## src/rtl/radio_evt_pkg.sv

```systemverilog
// Shared register addresses and control bit positions for the radio event timer.
package radio_evt_pkg;
    localparam int ADDR_W = 4;
    localparam int DATA_W = 32;

    localparam logic [ADDR_W-1:0] A_CTRL   = 4'd0;
    localparam logic [ADDR_W-1:0] A_PERIOD = 4'd1;
    localparam logic [ADDR_W-1:0] A_SUBCNT = 4'd2;
    localparam logic [ADDR_W-1:0] A_PERCNT = 4'd3;
    localparam logic [ADDR_W-1:0] A_CAPSUB = 4'd4;
    localparam logic [ADDR_W-1:0] A_CAPPER = 4'd5;
    localparam logic [ADDR_W-1:0] A_SCMP0  = 4'd6;
    localparam logic [ADDR_W-1:0] A_PCMP0  = 4'd8;
    localparam logic [ADDR_W-1:0] A_FLAGS  = 4'd10;

    localparam int NCMP     = 2;            // compare units per counter
    localparam int CTRL_W   = 2 + 2*NCMP;   // run, select, enables
    localparam int FLAG_W   = 2*NCMP + 1;   // strobe flags plus capture flag
    localparam int B_RUN    = 0;
    localparam int B_SEL    = 1;
    localparam int B_EN0    = 2;
endpackage

```

## src/rtl/evt_timebase.sv

```systemverilog
// Two-stage time base: a sub-period counter wrapping at a programmable
// period, and a period counter that advances on each wrap.
// Assumes period is static enough that software changes it only when stopped.
module evt_timebase #(
    parameter int SUB_W = 16,
    parameter int PER_W = 24
) (
    input  logic             clk,
    input  logic             rst_n,
    input  logic             run,
    input  logic [SUB_W-1:0] period,
    input  logic             per_load,
    input  logic [PER_W-1:0] per_load_val,
    output logic [SUB_W-1:0] sub_cnt,
    output logic [PER_W-1:0] per_cnt,
    output logic             sub_adv,
    output logic [SUB_W-1:0] sub_nxt,
    output logic             per_adv,
    output logic [PER_W-1:0] per_nxt
);
    logic wrap;

    // Next-state values and advance qualifiers for both stages.
    always_comb begin
        wrap    = (sub_cnt == period);
        sub_nxt = wrap ? '0 : sub_cnt + 1'b1;
        per_nxt = per_cnt + 1'b1;
        sub_adv = run;
        per_adv = run & wrap;
    end

    // Counter registers: count when running, accept a preload when stopped.
    always_ff @(posedge clk) begin
        if (!rst_n) begin
            sub_cnt <= '0;
            per_cnt <= '0;
        end else if (run) begin
            sub_cnt <= sub_nxt;
            if (wrap) per_cnt <= per_nxt;
        end else if (per_load) begin
            per_cnt <= per_load_val;
        end
    end
endmodule

```

## src/rtl/evt_compare.sv

```systemverilog
// Equality compare unit: registers a one-clock strobe when its counter is
// about to step onto the compare value, so the strobe coincides with it.
module evt_compare #(
    parameter int W = 16
) (
    input  logic         clk,
    input  logic         rst_n,
    input  logic         en,
    input  logic         adv,
    input  logic [W-1:0] nxt,
    input  logic [W-1:0] cmp_val,
    output logic         strobe
);
    // Strobe register: high only after an advance onto the compare value.
    always_ff @(posedge clk) begin
        if (!rst_n) strobe <= 1'b0;
        else        strobe <= en & adv & (nxt == cmp_val);
    end
endmodule

```

## src/rtl/evt_capture.sv

```systemverilog
// Atomic timestamp register: latches the whole time value in one clock.
module evt_capture #(
    parameter int W = 40
) (
    input  logic         clk,
    input  logic         rst_n,
    input  logic         trig,
    input  logic [W-1:0] stamp,
    output logic [W-1:0] cap,
    output logic         hit
);
    // Capture register loads the full stamp on a trigger clock.
    always_ff @(posedge clk) begin
        if (!rst_n)    cap <= '0;
        else if (trig) cap <= stamp;
    end

    assign hit = trig;
endmodule

```

## src/rtl/radio_evt_timer.sv

```systemverilog
// Radio event timer top: register port, two-stage time base, compare sets
// on each stage, sticky flags and an event-triggered 40-bit capture.
// Assumes single-clock event pulses synchronous to clk.
module radio_evt_timer
    import radio_evt_pkg::*;
#(
    parameter int SUB_W = 16,
    parameter int PER_W = 24
) (
    input  logic              clk,
    input  logic              rst_n,
    input  logic              reg_we,
    input  logic [ADDR_W-1:0] reg_addr,
    input  logic [DATA_W-1:0] reg_wdata,
    output logic [DATA_W-1:0] reg_rdata,
    input  logic              sof_evt,
    input  logic              txend_evt,
    output logic [NCMP-1:0]   sub_strobe,
    output logic [NCMP-1:0]   per_strobe,
    output logic              irq
);
    localparam int TIME_W = SUB_W + PER_W;

    logic [CTRL_W-1:0] ctrl_q;
    logic [SUB_W-1:0]  period_q;
    logic [SUB_W-1:0]  scmp_q [NCMP];
    logic [PER_W-1:0]  pcmp_q [NCMP];
    logic [FLAG_W-1:0] flags_q;

    logic              run_q, sel_q;
    logic [SUB_W-1:0]  sub_cnt, sub_nxt;
    logic [PER_W-1:0]  per_cnt, per_nxt;
    logic              sub_adv, per_adv;
    logic [TIME_W-1:0] cap_q;
    logic              cap_hit, cap_trig;
    logic              per_load;
    logic [FLAG_W-1:0] flag_set, flag_clr;

    assign run_q    = ctrl_q[B_RUN];
    assign sel_q    = ctrl_q[B_SEL];
    assign per_load = reg_we && (reg_addr == A_PERCNT);
    assign cap_trig = sel_q ? txend_evt : sof_evt;

    // Configuration registers written from the register port.
    always_ff @(posedge clk) begin
        if (!rst_n) begin
            ctrl_q   <= '0;
            period_q <= '1;
            for (int k = 0; k < NCMP; k++) begin
                scmp_q[k] <= '0;
                pcmp_q[k] <= '0;
            end
        end else if (reg_we) begin
            if (reg_addr == A_CTRL)   ctrl_q   <= reg_wdata[CTRL_W-1:0];
            if (reg_addr == A_PERIOD) period_q <= reg_wdata[SUB_W-1:0];
            for (int k = 0; k < NCMP; k++) begin
                if (reg_addr == A_SCMP0 + ADDR_W'(k)) scmp_q[k] <= reg_wdata[SUB_W-1:0];
                if (reg_addr == A_PCMP0 + ADDR_W'(k)) pcmp_q[k] <= reg_wdata[PER_W-1:0];
            end
        end
    end

    evt_timebase #(.SUB_W(SUB_W), .PER_W(PER_W)) u_tb (
        .clk(clk), .rst_n(rst_n), .run(run_q), .period(period_q),
        .per_load(per_load), .per_load_val(reg_wdata[PER_W-1:0]),
        .sub_cnt(sub_cnt), .per_cnt(per_cnt),
        .sub_adv(sub_adv), .sub_nxt(sub_nxt),
        .per_adv(per_adv), .per_nxt(per_nxt)
    );

    for (genvar g = 0; g < NCMP; g++) begin : g_cmp
        evt_compare #(.W(SUB_W)) u_sub (
            .clk(clk), .rst_n(rst_n), .en(ctrl_q[B_EN0+g]),
            .adv(sub_adv), .nxt(sub_nxt), .cmp_val(scmp_q[g]),
            .strobe(sub_strobe[g])
        );
        evt_compare #(.W(PER_W)) u_per (
            .clk(clk), .rst_n(rst_n), .en(ctrl_q[B_EN0+NCMP+g]),
            .adv(per_adv), .nxt(per_nxt), .cmp_val(pcmp_q[g]),
            .strobe(per_strobe[g])
        );
    end

    evt_capture #(.W(TIME_W)) u_cap (
        .clk(clk), .rst_n(rst_n), .trig(cap_trig),
        .stamp({per_cnt, sub_cnt}), .cap(cap_q), .hit(cap_hit)
    );

    // Flag set/clear vectors; a set beats a clear on the same clock.
    always_comb begin
        flag_set = {cap_hit, per_strobe, sub_strobe};
        flag_clr = (reg_we && reg_addr == A_FLAGS) ? reg_wdata[FLAG_W-1:0] : '0;
    end

    // Sticky flag register.
    always_ff @(posedge clk) begin
        if (!rst_n) flags_q <= '0;
        else        flags_q <= (flags_q & ~flag_clr) | flag_set;
    end

    assign irq = |flags_q;

    // Read multiplexer, zero-extended.
    always_comb begin
        reg_rdata = '0;
        case (reg_addr)
            A_CTRL:   reg_rdata[CTRL_W-1:0] = ctrl_q;
            A_PERIOD: reg_rdata[SUB_W-1:0]  = period_q;
            A_SUBCNT: reg_rdata[SUB_W-1:0]  = sub_cnt;
            A_PERCNT: reg_rdata[PER_W-1:0]  = per_cnt;
            A_CAPSUB: reg_rdata[SUB_W-1:0]  = cap_q[SUB_W-1:0];
            A_CAPPER: reg_rdata[PER_W-1:0]  = cap_q[TIME_W-1:SUB_W];
            A_FLAGS:  reg_rdata[FLAG_W-1:0] = flags_q;
            default: begin
                for (int k = 0; k < NCMP; k++) begin
                    if (reg_addr == A_SCMP0 + ADDR_W'(k)) reg_rdata[SUB_W-1:0] = scmp_q[k];
                    if (reg_addr == A_PCMP0 + ADDR_W'(k)) reg_rdata[PER_W-1:0] = pcmp_q[k];
                end
            end
        endcase
    end
endmodule

```

## config.mk

```make
export PLATFORM = sky130hd
export DESIGN_NAME = radio_evt_timer
export DESIGN_NICKNAME = d
export VERILOG_FILES = /design/src/rtl/radio_evt_pkg.sv /design/src/rtl/evt_timebase.sv /design/src/rtl/evt_compare.sv /design/src/rtl/evt_capture.sv /design/src/rtl/radio_evt_timer.sv
export SDC_FILE = /design/constraint.sdc
export NUM_CORES = 1
export LEC_CHECK = 0
export BUFFER_PORTS_ARGS = -buffer_cell sky130_fd_sc_hd__buf_4
export CAP_MARGIN = 40
export CORE_MARGIN = 4
export CORE_UTILIZATION = 30
export CTS_CLUSTER_DIAMETER = 120
export CTS_CLUSTER_SIZE = 12
export DETAILED_ROUTE_END_ITERATION = 7
export GPL_ROUTABILITY_DRIVEN = 0
export PLACE_DENSITY = 0.53
export SYNTH_ARGS = -nofsm -noshare
export SYNTH_HDL_FRONTEND = slang
export SYNTH_SLANG_ARGS = --single-unit
export TNS_END_PERCENT = 50
```

## constraint.sdc

```tcl
create_clock -name clk -period 2.9 [get_ports clk]
set_input_delay 0.725 -clock clk [delete_from_list [all_inputs] [get_ports clk]]
set_output_delay 0.725 -clock clk [all_outputs]
set_load 0.03 [all_outputs]
```

# --- Word level (Yosys, flattened, before mapping) ---
# Memory sizes are Yosys's and may differ from the RTL's.
# Index checks and enable logic that the tools add are counted.
classes:
  mux: 35
  n_bitwise: 16
  n_reduce_logical: 10
  eq_ne: 16
  add_sub_neg: 2
op_table:
  columns: ["op", "count"]
  rows:
  - ["24-bit two-way mux", 7]
  - ["16-bit two-way mux", 5]
  - ["10-bit one-hot mux with 6 select lines", 1]
  - ["16-bit == test", 3]
  - ["24-bit == test", 2]
  - ["5-bit one-hot mux with 7 select lines", 1]
  - ["24-bit by 1-bit adder with 24-bit output, second input constant", 1]
  - ["8-bit one-hot mux with 3 select lines", 1]
  - ["1-bit two-way mux", 18]
  - ["16-bit by 1-bit adder with 16-bit output, second input constant", 1]
  - ["4-bit by 3-bit == test with 1-bit output, second input constant", 4]
  - ["4-bit == test, second input constant", 3]
  - ["5-bit OR reduction", 2]
  - ["1-bit bitwise AND", 9]
  - ["4-bit by 2-bit == test with 1-bit output, second input constant", 2]
  - ["1-bit one-hot mux with 7 select lines", 1]
  - ["2-bit AND reduction", 3]
  - ["5-bit bitwise AND", 1]
  - ["5-bit two-way mux", 1]
  - ["5-bit inverter", 1]
  - ["5-bit bitwise OR", 1]
  - ["4-bit by 1-bit == test with 1-bit output, second input constant", 1]
  - ["4-bit logical NOT", 1]
  - ["1-bit bitwise OR", 4]
  - ["other kinds (4)", 5]
word_totals:
  memories: 2
  output_inout_bits: 37
  reg_bits: 111
  mem_bits_rw: 80
  wordCells: 91
memory_table:
  columns: ["memory", "depth", "width", "read_ports", "rd_ports_with_merged_regs", "wr", "line_no", "rtl"]
  rows:
  - ["pcmp_q", 2, 24, 2, 0, 2, "radio_evt_timer.sv:27", "logic [PER_W-1:0] pcmp_q [NCMP];"]
  - ["scmp_q", 2, 16, 2, 0, 2, "radio_evt_timer.sv:26", "logic [SUB_W-1:0] scmp_q [NCMP];"]

# --- Logic depth before layout (Yosys ltp) ---
depth:
  ltp_word: 6
  ltp_mapped: 11

# --- Hierarchy ---
# From an unflattened synthesis, not the netlist that was laid out.
hier_totals:
  hier_cells: 1083
  area_unflattened_um2: 10692.8
by_module_without_submodules:
  columns: ["module", "area_per_inst_um2", "cells_per_inst", "instances"]
  rows:
  - ["radio_evt_timer", 5171.2, 456, 1]
  - ["evt_timebase", 2962.8, 383, 1]
  - ["evt_capture", 1565.3, 130, 1]
  - ["evt_compare (g_cmp[0].u_per ...)", 291.5, 34, 2]
  - ["evt_compare (g_cmp[0].u_sub ...)", 205.2, 23, 2]

# --- Least setup slack after synthesis ---
# Ideal clock, no wire load.
synth_path:
  path_type: "input -> output"
  start: "input port reg_addr[3]"
  end: "output port reg_rdata[1]"
  path_slack_ps: -208
  arrival_ps: 2383
  path_stages: 7
  path_cell_list: "clkbuf_1 > nand2b_1 > nor3_1 > clkbuf_1 > buf_1 > a22oi_1 > nand4_1"
synth_via:
  elab_chain_len: 6
synth_lines:
  columns: ["element", "line_no", "rtl"]
  rows:
  - ["start, declared", "radio_evt_timer.sv:13", "input logic [ADDR_W-1:0] reg_addr,"]
  - ["4-bit by 3-bit == test with 1-bit output", "radio_evt_timer.sv:116", "if (reg_addr == A_SCMP0 + ADDR_W'(k)) reg_rdata[SUB_W-1:0] = scmp_q[k];"]
  - ["16-bit two-way mux", "radio_evt_timer.sv:116", null]
  - ["24-bit two-way mux", "radio_evt_timer.sv:117", "if (reg_addr == A_PCMP0 + ADDR_W'(k)) reg_rdata[PER_W-1:0] = pcmp_q[k];"]
  - ["16-bit two-way mux", "radio_evt_timer.sv:116", null]
  - ["24-bit two-way mux", "radio_evt_timer.sv:117", null]
  - ["5-bit one-hot mux with 7 select lines (*)", "radio_evt_timer.sv:106", "case (reg_addr)"]
  - ["end, declared", "radio_evt_timer.sv:15", "output logic [DATA_W-1:0] reg_rdata,"]
# Every way passes the cells marked *; elsewhere a longest branch is shown, timed or not.

# --- Worst setup path in the final report ---
layout_path:
  start: "input port reg_addr[1]"
  end: "output port reg_rdata[11]"
layout_via:
  elab_chain_len: 6
layout_lines:
  columns: ["element", "line_no"]
  rows:
  - ["4-bit by 3-bit == test with 1-bit output", "radio_evt_timer.sv:116"]
  - ["16-bit two-way mux", "radio_evt_timer.sv:116"]
  - ["24-bit two-way mux", "radio_evt_timer.sv:117"]
  - ["16-bit two-way mux", "radio_evt_timer.sv:116"]
  - ["24-bit two-way mux", "radio_evt_timer.sv:117"]
  - ["10-bit one-hot mux with 6 select lines (*)", "radio_evt_timer.sv:106"]
# Marked as above.

==> results <==
- The class of the most critical setup path is input pin to primary output.
- Each instance of the synthesized netlist takes up on average 8.74 um^2.
- Counting flops with a built-in enable in the synthesized netlist gives 80.
- The number of nets in the layout is 1441.
- Of all cell types, the one taking the most synthesized area is edfxtp_1.
- The pin count of the biggest net entering global routing is 59.
- The via count of the first global-routing pass was 10.4k.
- The cell area after placement is approximately 13000 um^2.
- The share of final-layout standard cells stronger than drive strength 1 is 21.1%.
- At the later pin of the worst-skew pair, clock insertion delay measures 0.45 ns.
- CTS saw 191 sinks.
- The fmax is approximately 0.35 GHz.
- The worst IR drop on VDD is about 0.00044 V.
- 78 I/O pins were placed.
- The max-capacitance violation count is 0.
- The kind of end point of the critical path is a primary output.
- Summed over all nets, the half-perimeter wirelength after detailed placement is about 31 mm.
- The flow ran to the end, and the final reports show no timing, DRC or antenna violations.
- In this run, post-CTS hold repair placed 0 buffers.
- The count of unresolved DRC violations after routing is 0.
- The final cell utilization of the core is 38.2%.
- Ranked by total cell area, the synthesized netlist is headed by edfxtp_1, dfxtp_1, nand2_1, xnor2_1, and2_1.
- Headroom to the max-slew limit came out at 57.3%.
- The switching power is 0.00178 W.
- The clock-pin slew on the worst setup and hold paths is ~0.080 ns.
- The total power divided by cell area is 447 nW/um^2.
- The initial standard-cell utilization of the core is between 30% and 40%.
- Data on the critical path arrives at its endpoint at 2.13 ns.
- The slack of the critical path is 0.0402 ns.
- The finished cells cover 14100 um^2.
- For this run, the leading register cell type out of synthesis is dfxtp_1.
- Synthesis inferred ~190 register bits.
- Setup repair after global routing could not meet its margin everywhere.
- The internal power consumption is 0.00451 W.
- In the routed layout, each cell is associated on average with a via count of around 5.5.
- The residual antenna-violating net count after detailed routing is 0.
- In this run the worst path has a maximum fanout of 12.
- The min-delay analysis places its worst path in the category flip-flop to flip-flop.
- From bottom edge to top edge, the die measures roughly 200 um.
- The die covers about 40000 um^2.
- Of the total power, the clock network draws 41.4%.
- The clock tree from TritonCTS is built.
- After synthesis, the largest area contributor takes up 21.3% of total cell area.
- For the finished layout, the period the worst path requires is 2.86 ns.
- The overall routing resource usage is 20.3%.
- After layout, the worst path uses roughly 100% of the clock period.
- The commonest non-fill, non-tap cell in the layout is nand2_1.
- The core region is 36900 um^2.
- Summed over all cells, the static leakage comes to 5.10 nW.
- Of all flip-flops after synthesis, the portion carrying an async set or reset was 0%.
- The count of buffers added on input and output ports is 61.
- The overall routed net length is 42.6 mm.
- At the pin with the least slew margin, the transition time is 0.641 ns.
- The switching portion of total power is 28.3%.
- Counting every instance in the synthesized netlist gives 1290.
- Per report_power, the sequential group accounts for 47.7% of the total.
- The final-report hold violation count was 0.
- The length of the first detailed-routing pass in iterations is 6.
- The final number of setup-violating endpoints is 0.
- The final count of pins violating max slew came to 0.
- The floorplan has 70 rows.
- The yosys synthesis warning count is 0.
- The library cells used most frequently in the layout, excluding fill and tap cells, are nand2_1, buf_4, dfxtp_1.
- The root cell of the clock tree is clkbuf_16.
- Combinational logic is responsible for 10.9% of the overall power.
- The initial antenna violation count is 0.
- The wire length of the first global-routing pass is 64.2 mm.
- Of the synthesized area, sequential elements account for 41.0%.
- The horizontal die dimension is roughly 200 um.
- The number of H-tree levels is 4.
- The total number of vias is 10.6k.
- The worst setup path is launched from an input pin.
- The number of clock buffers inserted by TritonCTS is 17.
- The minimum setup slack after placement is -0.243 ns.
- The number of DRC markers in iteration 0 is 1358.
- The clock skew is 0.0148 ns.
- For this run the aggregate overflow at the end of global routing stands at 0.
- The area overhead of the layout relative to synthesis is 24.9%.
- The routed wire length per instance is 22.3 um.
- The number of antenna diodes in the final layout is 0.
- The required time of the critical path is 2.17 ns.
- The number of distinct library cells after synthesis is 69.
- The mapped netlist covers between 10000 and 15000 um^2.
- The clock passes through at most 2 buffers.
-- cell families after synthesis --
group | count (synthesis) | synth area share, %
AO/OA/AOI/OAI | 303 | 18.8
XOR/XNOR | 109 | 8.86
adder cells (fa/ha/maj) | 2 | 0.222
buffers and inverters | 144 | 5.72
flip-flops | 191 | 41.0
multiplexers | 16 | 1.44
other | 1 | 0.0333
AND/OR/NAND/NOR | 524 | 23.9
-- final timing paths --
| check | from | to | slack, ns | cells after the start |
|---|---|---|---|---|
| max | reg_addr[1] | reg_rdata[11] | 0.04 | 8 |
| min | u_cap.cap[8] | u_cap.cap[8] | 0.46 | 2 |
| max reg2reg | u_tb.sub_cnt[3] | g_cmp[1].u_sub.strobe | 0.09 | 9 |
| min reg2reg | u_cap.cap[8] | u_cap.cap[8] | 0.46 | 2 |
-- per-layer routing --
layer  global-route usage, %  up-vias  share of wire [%]
met5                       0        -                  0
met4                    6.59        0                2.9
met3                    2.87       67                6.5
met2                    33.3      483                 47
met1                    27.7     5127                 44
li1                        -     4898                  -
-- cells in the mapped netlist (27+ instances only) --
cell type    n
nor2_1      38
dfxtp_1    111
nand4_1     31
xnor2_1     75
nand2_1    179
nor2b_1     27
nand3_1     54
a21oi_1     61
a21boi_0    49
o21ai_0     43
clkbuf_1    83
and2_1      67
edfxtp_1    80
nor3_1      46
xor2_1      30
a22oi_1     51
-- worst max-delay path, stage by stage --
cell and delay (ns):
buf_8 0.11, nand2_4 0.08, nor3_4 0.04, buf_12 0.15, a222oi_1 0.38, nand3_1 0.12
a221o_1 0.35, buf_6 0.17
-- registers in the layout, summed over array words and instances, names as in the netlist --
register and flops:
u_tb.sub_cnt 16, pcmp_q 48, period_q 16, flags_q 5, u_cap.cap 40, g_cmp.u_sub.strobe 2
ctrl_q 6, scmp_q 32, g_cmp.u_per.strobe 2, u_tb.per_cnt 24
-- metrics by stage --
step                       TNS, ns  hold slack, ns  instances  power, W
after floorplan            -0.0117           0.440       1297   0.00337
after global placement      -0.566           0.447       1876   0.00371
after detailed placement    -0.544           0.455       1877   0.00371
after CTS                 -0.00955           0.466       1909   0.00630
after global routing       -0.0905           0.489       1915   0.00646
final                            0           0.463       1915   0.00629
-- timing repair --
action | CTS | global route
pin swaps | 4 | 12
setup endpoints to repair | 12 | 19
resized for setup | 22 | 47
buffers inserted | 0 | 7
-- area by class of cell --
class | instances | area (um^2)
timing repair buffer | 204 | 1790
fill | 3732 | 22800
clock buffer | 17 | 425
tap | 504 | 631
sequential | 191 | 4640
multi-input combinational | 962 | 6280
clock inverter | 15 | 223
inverter | 22 | 82.6
-- power by group through the flow --
stage | logic, W | clock network (W) | registers (W)
finish | 0.000687 | 0.00260 | 0.00300
global route | 0.000728 | 0.00273 | 0.00301
CTS | 0.000670 | 0.00264 | 0.00299
detailed placement | 0.000658 | 0 | 0.00305
global placement | 0.000656 | 0 | 0.00305
floorplan | 0.000372 | 0 | 0.00300
(Power assumes the default switching activity.)
